$ cat src/rtl/adc_seq_ctrl.sv
module adc_seq_ctrl #(
  parameter int NSTEP = 8,
  parameter int CHW   = 4,
  parameter int DW    = 12,
  parameter int NEVT  = 16,
  localparam int SW   = $clog2(NSTEP),
  localparam int EW   = $clog2(NEVT),
  localparam int MW   = NSTEP * CHW,
  localparam int CW   = NSTEP * 4
) (
  input  logic            clk,
  input  logic            rst_n,
  input  logic            reg_wr,
  input  logic [7:0]      reg_addr,
  input  logic [31:0]     reg_wdata,
  output logic [31:0]     reg_rdata,
  input  logic [NEVT-1:0] evt_in,
  output logic            conv_start,
  output logic [CHW-1:0]  conv_chan,
  input  logic            conv_done,
  input  logic [DW-1:0]   conv_data,
  output logic            res_valid,
  output logic [DW-1:0]   res_data,
  output logic [1:0]      res_seq,
  output logic [SW-1:0]   res_step,
  output logic [3:0]      irq
);
  typedef enum logic [1:0] {IDLE, START, WAIT} st_t;

  st_t            st;
  logic [3:0]     en, mask, raw, pend, hit;
  logic [7:0]     prio;
  logic [4*EW-1:0] emux;
  logic [MW-1:0]  smux [4];
  logic [CW-1:0]  sctl [4];
  logic [1:0]     cur, gnt, bp;
  logic [SW-1:0]  step;
  logic           gnt_v, grant, done_ok, last;
  logic [3:0]     cnib;

  assign cnib       = sctl[cur][4*step +: 4];
  assign conv_chan  = smux[cur][CHW*step +: CHW];
  assign conv_start = (st == START);
  assign grant      = (st == IDLE) && gnt_v;
  assign done_ok    = (st == WAIT) && conv_done;
  assign last       = cnib[1] || (step == SW'(NSTEP-1));
  assign irq        = raw & mask;

  always_comb begin
    for (int i = 0; i < 4; i++) hit[i] = en[i] && evt_in[emux[EW*i +: EW]];
  end

  always_comb begin
    gnt_v = 1'b0;
    gnt   = 2'd0;
    bp    = 2'd3;
    for (int i = 0; i < 4; i++) begin
      if (en[i] && pend[i] && (!gnt_v || prio[2*i +: 2] < bp)) begin
        gnt_v = 1'b1;
        gnt   = 2'(i);
        bp    = prio[2*i +: 2];
      end
    end
  end

  always_comb begin
    case (reg_addr)
      8'h00:   reg_rdata = 32'(en);
      8'h04:   reg_rdata = 32'(raw);
      8'h08:   reg_rdata = 32'(mask);
      8'h0C:   reg_rdata = 32'(irq);
      8'h10:   reg_rdata = 32'(emux);
      8'h14:   reg_rdata = 32'(prio);
      default: reg_rdata = 32'd0;
    endcase
    for (int i = 0; i < 4; i++) begin
      if (reg_addr == 8'(8'h20 + 8*i)) reg_rdata = 32'(smux[i]);
      if (reg_addr == 8'(8'h24 + 8*i)) reg_rdata = 32'(sctl[i]);
    end
  end

  always_ff @(posedge clk or negedge rst_n) begin
    if (!rst_n) begin
      en   <= '0;
      mask <= '0;
      raw  <= '0;
      pend <= '0;
      prio <= 8'hE4;
      emux <= '0;
      for (int i = 0; i < 4; i++) begin
        smux[i] <= '0;
        sctl[i] <= '0;
      end
    end else begin
      if (reg_wr && reg_addr == 8'h00) en   <= reg_wdata[3:0];
      if (reg_wr && reg_addr == 8'h08) mask <= reg_wdata[3:0];
      if (reg_wr && reg_addr == 8'h10) emux <= reg_wdata[4*EW-1:0];
      if (reg_wr && reg_addr == 8'h14) prio <= reg_wdata[7:0];
      for (int i = 0; i < 4; i++) begin
        if (reg_wr && reg_addr == 8'(8'h20 + 8*i)) smux[i] <= reg_wdata[MW-1:0];
        if (reg_wr && reg_addr == 8'(8'h24 + 8*i)) sctl[i] <= reg_wdata[CW-1:0];
      end
      raw  <= (raw & ~((reg_wr && reg_addr == 8'h04) ? reg_wdata[3:0] : 4'd0))
            | ((done_ok && cnib[2]) ? (4'd1 << cur) : 4'd0);
      pend <= (pend & en & ~(grant ? (4'd1 << gnt) : 4'd0)) | hit;
    end
  end

  always_ff @(posedge clk or negedge rst_n) begin
    if (!rst_n) begin
      st        <= IDLE;
      cur       <= '0;
      step      <= '0;
      res_valid <= 1'b0;
      res_data  <= '0;
      res_seq   <= '0;
      res_step  <= '0;
    end else begin
      res_valid <= done_ok;
      if (done_ok) begin
        res_data <= conv_data;
        res_seq  <= cur;
        res_step <= step;
      end
      case (st)
        IDLE:  if (gnt_v) begin
                 cur  <= gnt;
                 step <= '0;
                 st   <= START;
               end
        START: st <= WAIT;
        WAIT:  if (conv_done) begin
                 if (last) st <= IDLE;
                 else begin
                   step <= step + 1'b1;
                   st   <= START;
                 end
               end
        default: st <= IDLE;
      endcase
    end
  end
endmodule

$ cat config.mk
export PLATFORM = sky130hd
export DESIGN_NAME = adc_seq_ctrl
export DESIGN_NICKNAME = d
export VERILOG_FILES = /design/src/rtl/adc_seq_ctrl.sv
export SDC_FILE = /design/constraint.sdc
export NUM_CORES = 1
export LEC_CHECK = 0
export BUFFER_PORTS_ARGS = -buffer_cell sky130_fd_sc_hd__buf_2
export CAP_MARGIN = 20
export CELL_PAD_IN_SITES_DETAIL_PLACEMENT = 1
export CELL_PAD_IN_SITES_GLOBAL_PLACEMENT = 2
export CORE_UTILIZATION = 30
export CTS_BUF_LIST = sky130_fd_sc_hd__clkbuf_16
export DETAILED_ROUTE_END_ITERATION = 10
export GPL_ROUTABILITY_DRIVEN = 0
export PLACE_DENSITY_LB_ADDON = 0.1
export SLEW_MARGIN = 20
export SYNTH_ARGS = -nofsm -noshare
export SYNTH_HDL_FRONTEND = slang
export SYNTH_SLANG_ARGS = --single-unit
export TNS_END_PERCENT = 30
$ cat constraint.sdc
create_clock -name clk -period 5.54 [get_ports clk]
set_input_delay 0.831 -clock clk [delete_from_list [all_inputs] [get_ports clk]]
set_output_delay 0.831 -clock clk [all_outputs]
set_load 0.01 [all_outputs]
==> results.md, run 1 <==
- Status: finished, final reports clean
- Fin util: 35.5%
- Top_reg_cell synth: dfrtp_1
- Hold_ws: 0.308 ns
- Crit-path most repeated cell: buf_2
- Syn. warnings: 0
- Inserted Clock Buffers: 41
- FF+latch count, synth: 321
- First-pass GRT wire length: 95,000 um
- Sinks on Clock Net: 321
- # hold bufs at CTS: 0
- Yosys cell types: 66
- R2R depth: 14
- Worst EP required: 4.71 ns
- WP buf/inv: 2
- HP Class: primary input to asynchronous set/reset pin
- Largest net degree at the start of global routing: 126
- Layout area overhead: 16.8%
- Post-DR vias/cell: 5.47
- Total nets after synthesis: 1,401
- Arr. time, crit path: 3.62 ns
- Critical R2R Capture: pend[1]$_DFF_PN0_
- Worst slack at placement: 1.11 ns
- Min cycle time layout: 4.46 ns
- Htree depth: 2
- Endpoints failing setup: 0
- Vert. Die Dim: 238 um
- Total number of vias: 12,200
- Setup crit start: reg_addr[6]
- Post-synth top cells: 317 x dfrtp_1, 293 x mux2_2, 121 x nand2_1
- Fin worst setup slack: 1.08 ns
- 1st-iter DRT viols: 812
- FFs w/ async S/R, synth: 100%
- Largest stage delay on the critical path: 1.11 ns
- DRC violations left: 0
- Die span in x: 238 um
- Final Instance Area: 19,600 um2
- Clock transition at the registers of the reported paths: 0.05 ns
- Total track usage: 23.3%
- Vias in the first global route: 12,800
- Drt first pass iters: 5
- WL/cell: 29.0 um
- Top-count cell post-synth: dfrtp_1
- Bufs on Longest Clock Path: 3
- VDD IR max: 0.196 mV
- Post-place instance area: 18,300 um2
- Post-synthesis sequential area ratio: 48.0%
- Routed wire length: 64,600 um
- CP max FO: 9
- CTS tree: done
- Max cap viols: 0
- Post-CTS Setup Repair Bufs: 0
- Reg-to-Reg Start: en[0]$_DFFE_PN0P_
- Setup TNS: 0 ns
- PostCTS Resize Cnt: 0
- Clock latency on the worst-skew pair: 0.57 ns
- Mapped cell area: 16,700 um2
- Final hold violations: 0
- Port bufs: 130
- Leak Pwr: 9.21 nW
- CTS root buf: clkbuf_16
- Filler cell count: 5,915
- Antenna-violating nets left: 0
- Std cell rows: 86
- CP top delay family: simple AND/OR/NAND/NOR gates
- Critical Path Sink Type: output pin
- Number of flops mapped to enable cells by yosys: 0
- Avg Inst Size Synth: 12.6 um2
- Setup CP Type: primary input to output pin
- Starting Density: 30.4%
- Critical path startpoint category: primary input
- Worst clock skew: 0.0227 ns
- Slowest CP cell: nor3_1
- Share of layout cells above drive strength 1: 42.0%
- Nets: 1,522
- Least-Margin Pin Slew: 1.09 ns
- Fmax: 0.224 GHz
- Relative slew slack: 26.9%
- Cells after synthesis: 1,325
- R2R setup slack: 2.08 ns
- Cell accounting for the most synthesized area: dfrtp_1
- Area contributors post-synth: dfrtp_1 47%, mux2_2 20%, mux4_2 9.2%, nand2_1 2.7%, a21oi_1 1.9%
- Antenna violations before repair: 4
- Total grt overflow: 0
- Final slew viol count: 0
- Dpl hpwl: 43,800 um
- Crit path cell chain: buf_2, nand4bb_1, nor3_1, o21ai_0, a21oi_1, buf_2
- DIE AREA: 56,700 um2
- PD cells: 296 nW/um2
- Tcrit/Tclk final: 80.4%
- RSZ-0062 raised after global routing: no
- # IOs: 131
- Synth top area share: 47.4%
- CORE AREA: 55,100 um2
## kinds of logic (layout without fill, tap and decap cells)
group	count (synthesis)	in the layout	synth area share (%)
flip-flops	321	321	48.0
buffers and inverters	108	260	3.07
other	0	1	0
multiplexers	406	406	32.5
AO/OA/AOI/OAI	255	255	9.94
AND/OR/NAND/NOR	230	230	6.12
adder cells (fa/ha/maj)	5	5	0.359
## worst max-delay path by stage
stage,end,slack (ns),depth (start not counted)
after floorplan,reg_rdata[11],2.37,7
after global placement,reg_rdata[15],1.17,7
after detailed placement,reg_rdata[3],1.11,7
after CTS,reg_rdata[3],1.11,7
after global routing,reg_rdata[3],1.02,7
final,reg_rdata[18],1.08,6
## sequential cells by signal (all words and copies together), names as in the netlist, 8 cells and up
register  count
sctl        128
prio          8
emux         16
smux        128
res_data     12
## per-stage QoR
| stage | std cells | power [W] |
|---|---|---|
| 6_report | 2226 | 0.00579 |
| 5_1_grt | 2225 | 0.00603 |
| 4_1_cts | 2225 | 0.00589 |
| 3_5_place_dp | 2151 | 0.00330 |
| 3_3_place_gp | 2151 | 0.00329 |
| 2_1_floorplan | 1325 | 0.00298 |
## cell usage in the layout (no fill, tap or decap), types with 8 or more instances in the layout
master,count
clkbuf_16,42
a221o_1,11
o22ai_1,27
nand3_1,8
inv_1,15
mux2_1,9
o2bb2ai_1,11
a221oi_1,9
clkinv_2,9
mux4_2,68
dfrtp_1,315
o21ai_0,57
a22oi_1,29
mux2i_1,27
nor2_1,51
clkinv_1,14
mux2_2,293
o221ai_1,13
and2_1,11
buf_4,43
buf_2,129
a21oi_1,65
nand2_1,115
## area by class of cell
| type | instances | area [um2] | area share (%) |
|---|---|---|---|
| clock inverter | 32 | 201 | 1.03 |
| clock buffer | 42 | 1050 | 5.38 |
| timing repair buffer | 176 | 1040 | 5.34 |
| tap | 748 | 936 | 4.79 |
| antenna | 1 | 2.50 | 0.0128 |
| sequential | 321 | 8040 | 41.1 |
| multi-input combinational | 896 | 8240 | 42.1 |
| inverter | 10 | 37.5 | 0.192 |
## worst reg2reg max path: stages (launching register included)
cell,delay [ns]
dfrtp_1,0.45
nand2_1,0.16
o22ai_1,0.29
ha_1,0.29
or2_2,0.30
and2_1,0.17
a21oi_1,0.26
nor2_1,0.07
a21oi_1,0.13
ha_1,0.23
nor2_1,0.05
o311ai_0,0.14
o21ai_0,0.26
nor2_1,0.38
a21oi_1,0.12
## power by group
| part | total [W] | leakage, nW | internal (W) | switching, W |
|---|---|---|---|---|
| sequential | 0.00263 | 4.38 | 0.00247 | 0.000164 |
| combinational | 0.000618 | 4.18 | 0.000285 | 0.000333 |
| clock | 0.00254 | 0.652 | 0.00146 | 0.00108 |
| total | 0.00579 | 9.21 | 0.00422 | 0.00158 |
## layer usage
metal | GRT usage (%) | vias to the layer above | wire length [um]
met1 | 32.4 | 6521 | 29600
met4 | 8.53 | 4 | 2100
met3 | 4.25 | 108 | 3290
met5 | 0 | - | 31
met2 | 35.9 | 285 | 29600
li1 | - | 5266 | -
(Power assumes the default switching activity.)
==> run 2: changes to the inputs <==
- clock period: 5.54 -> 4.7 ns (I/O delays scaled with it)
==> run 2 against run 1 <==
Register-to-register slack got worse by 0.77 ns. Cell count increased by 0.63%. Via count increased by 0.99%. Count of clock-buffer cells in the layout increased by 1. Flip-flop and latch count unchanged. Combinational power increased by 21%. Non-clock buffer count increased by 13.
==> results.md, run 2 (synthesized netlist as in run 1, its figures left out) <==
- DIE AREA: 56,700 um2 (unchanged)
- Final Instance Area: 19,700 um2 (was 19,600 um2)
- Post-CTS Setup Repair Bufs: 0 (unchanged)
- Status: finished, final reports clean (unchanged)
- Post-place instance area: 18,400 um2 (was 18,300 um2)
- Fmax: 0.245 GHz
- DRC violations left: 0 (unchanged)
- Cells after DPL: 2,164 (was 2,151)
- Htree depth: 2 (unchanged)
- CP max FO: 24 (was 9)
- Leak Pwr: 9.29 nW (was 9.21 nW)
- Fin util: 35.7% (was 35.5%)
- VDD IR max: 0.225 mV (was 0.196 mV)
- # hold bufs at CTS: 0 (unchanged)
- CTS root buf: clkbuf_16 (unchanged)
- Antenna-violating nets left: 0 (unchanged)
- Clock transition at the registers of the reported paths: 0.06 ns (was 0.05 ns)
- Critical path startpoint category: register (was primary input)
- Worst EP required: 3.99 ns (was 4.71 ns)
- Port bufs: 130 (unchanged)
- Commonest non-fill, non-tap cell in the layout: dfrtp_1 (unchanged)
- Antenna cell count: 0 (was 1)
- Nets: 1,536 (was 1,522)
- Final slew viol count: 0 (unchanged)
- Post-DR vias/cell: 5.49 (was 5.47)
- PostCTS Resize Cnt: 0 (unchanged)
- Total power: 0.00689 W (was 0.00579 W)
- Inserted Clock Buffers: 42 (was 41)
- Total track usage: 23.3% (about the same)
- Max cap viols: 0 (unchanged)
- Biggest regs: sctl: 128 flops, smux: 128 flops, emux: 16 flops (unchanged)
- Layout area overhead: 17.6% (was 16.8%)
- Bufs on Longest Clock Path: 3 (unchanged)
- Total number of vias: 12,300 (was 12,200)
- Reg-to-Reg Start: en[0]$_DFFE_PN0P_ (unchanged)
- Min cycle time layout: 4.09 ns
- Sinks on Clock Net: 321 (unchanged)
- First-pass GRT wire length: 96,000 um (was 95,000 um)
- Least-Margin Pin Slew: 0.919 ns (was 1.09 ns)
- Arr. time, crit path: 3.38 ns (was 3.62 ns)
- Clock latency on the worst-skew pair: 0.58 ns (was 0.57 ns)
- HP Class: primary input to asynchronous set/reset pin (unchanged)
- Critical Path Sink Type: output pin (unchanged)
- Setup crit start: cur[0]$_DFFE_PN0P_ (was reg_addr[6])
- Antenna violations before repair: 1 (was 4)
- Tcrit/Tclk final: 86.9%
- WL/cell: 28.9 um (was 29.0 um)
- PD cells: 350 nW/um2 (was 296 nW/um2)
- Routed wire length: 64,700 um (was 64,600 um)
- Drt first pass iters: 7 (was 5)
- Setup CP Type: register to output pin (was primary input to output pin)
- CTS tree: done (unchanged)
- Share of layout cells above drive strength 1: 42.1% (was 42.0%)
- Starting Density: 30.4% (unchanged)
- Largest net degree at the start of global routing: 100 (was 126)
- Post-route insts no fill: 2,240 (was 2,226)
- # IOs: 131 (unchanged)
- Endpoints failing setup: 0 (unchanged)
- Worst clock skew: 0.0147 ns (was 0.0227 ns)
- RSZ-0062 raised after global routing: no (unchanged)
- Dpl hpwl: 44,100 um (was 43,800 um)
- Std cell rows: 86 (unchanged)
- Most frequent cells in the layout: 315 x dfrtp_1, 293 x mux2_2, 129 x buf_2 (unchanged)
- 1st-iter DRT viols: 702 (was 812)
- Final hold violations: 0 (unchanged)
- Setup TNS: 0 ns (unchanged)
- Vert. Die Dim: 238 um (unchanged)
- Vias in the first global route: 13,200 (was 12,800)
- Total grt overflow: 0 (unchanged)
- CORE AREA: 55,100 um2 (unchanged)
- Die span in x: 238 um (unchanged)
- Relative slew slack: 38.7% (was 26.9%)
-- run 2: changes by cell type in the layout (fill, tap and decap cells not counted) --
| cell | change |
|---|---|
| buf_4 | +12 |
| clkinv_2 | -6 |
| inv_1 | +6 |
| buf_12 | +1 |
| clkbuf_16 | +1 |
| clkinv_1 | +1 |
| clkinv_8 | -1 |
| diode_2 | -1 |
| inv_16 | +1 |
-- run 2: layout make-up --
type / instances / area [um2]
Tap cell: 748 / 936
Clock buffer: 43 / 1080
Sequential cell: 321 / 8040
Fill cell: 5920 / 35400
Timing Repair Buffer: 189 / 1150
Clock inverter: 33 / 201
Multi-Input combinational cell: 896 / 8240
Inverter: 10 / 37.5
-- run 2: final timing paths --
check	to	slack, ns	cells after the start
max in group asynchronous	smux[17]$_DFFE_PN0P_	3.45	2
worst max-delay path	conv_chan[0]	0.61	5
worst min-delay path	pend[2]$_DFF_PN0_	0.18	1
min in group clk	res_data[1]$_DFFE_PN0P_	0.32	3
worst max register to register	pend[0]$_DFF_PN0_	1.31	14
worst min register to register	res_data[11]$_DFFE_PN0P_	0.47	2
-- run 2: metal layers --
| metal | part of all wire, % | wire (um) | vias to the layer above | global-route usage, % |
|---|---|---|---|---|
| met5 | 0.020 | 13 | - | 0 |
| met2 | 47 | 30500 | 282 | 37.4 |
| li1 | - | - | 5301 | - |
| met1 | 47 | 30100 | 6639 | 32.9 |
| met3 | 4.0 | 2620 | 81 | 3.45 |
| met4 | 2.3 | 1470 | 2 | 6.02 |
-- run 2: stage by stage --
stage          setup slack, ns  hold slack, ns
2_1_floorplan             1.78           0.409
3_3_place_gp             0.698           0.454
3_5_place_dp             0.711           0.460
4_1_cts                  0.549           0.230
5_1_grt                  0.512           0.261
6_report                 0.614           0.184
-- run 2: power breakdown --
group | internal (W) | leakage, nW | switching, W
combinational | 0.000344 | 4.24 | 0.000405
clock | 0.00176 | 0.678 | 0.00130
sequential | 0.00291 | 4.38 | 0.000178
-- run 2: critical path, cell delays in order (launching register included) --
cell and delay (ns):
dfrtp_4 0.73, buf_12 0.32, mux4_1 0.73, mux4_2 0.51
mux2_2 0.32, buf_2 0.15
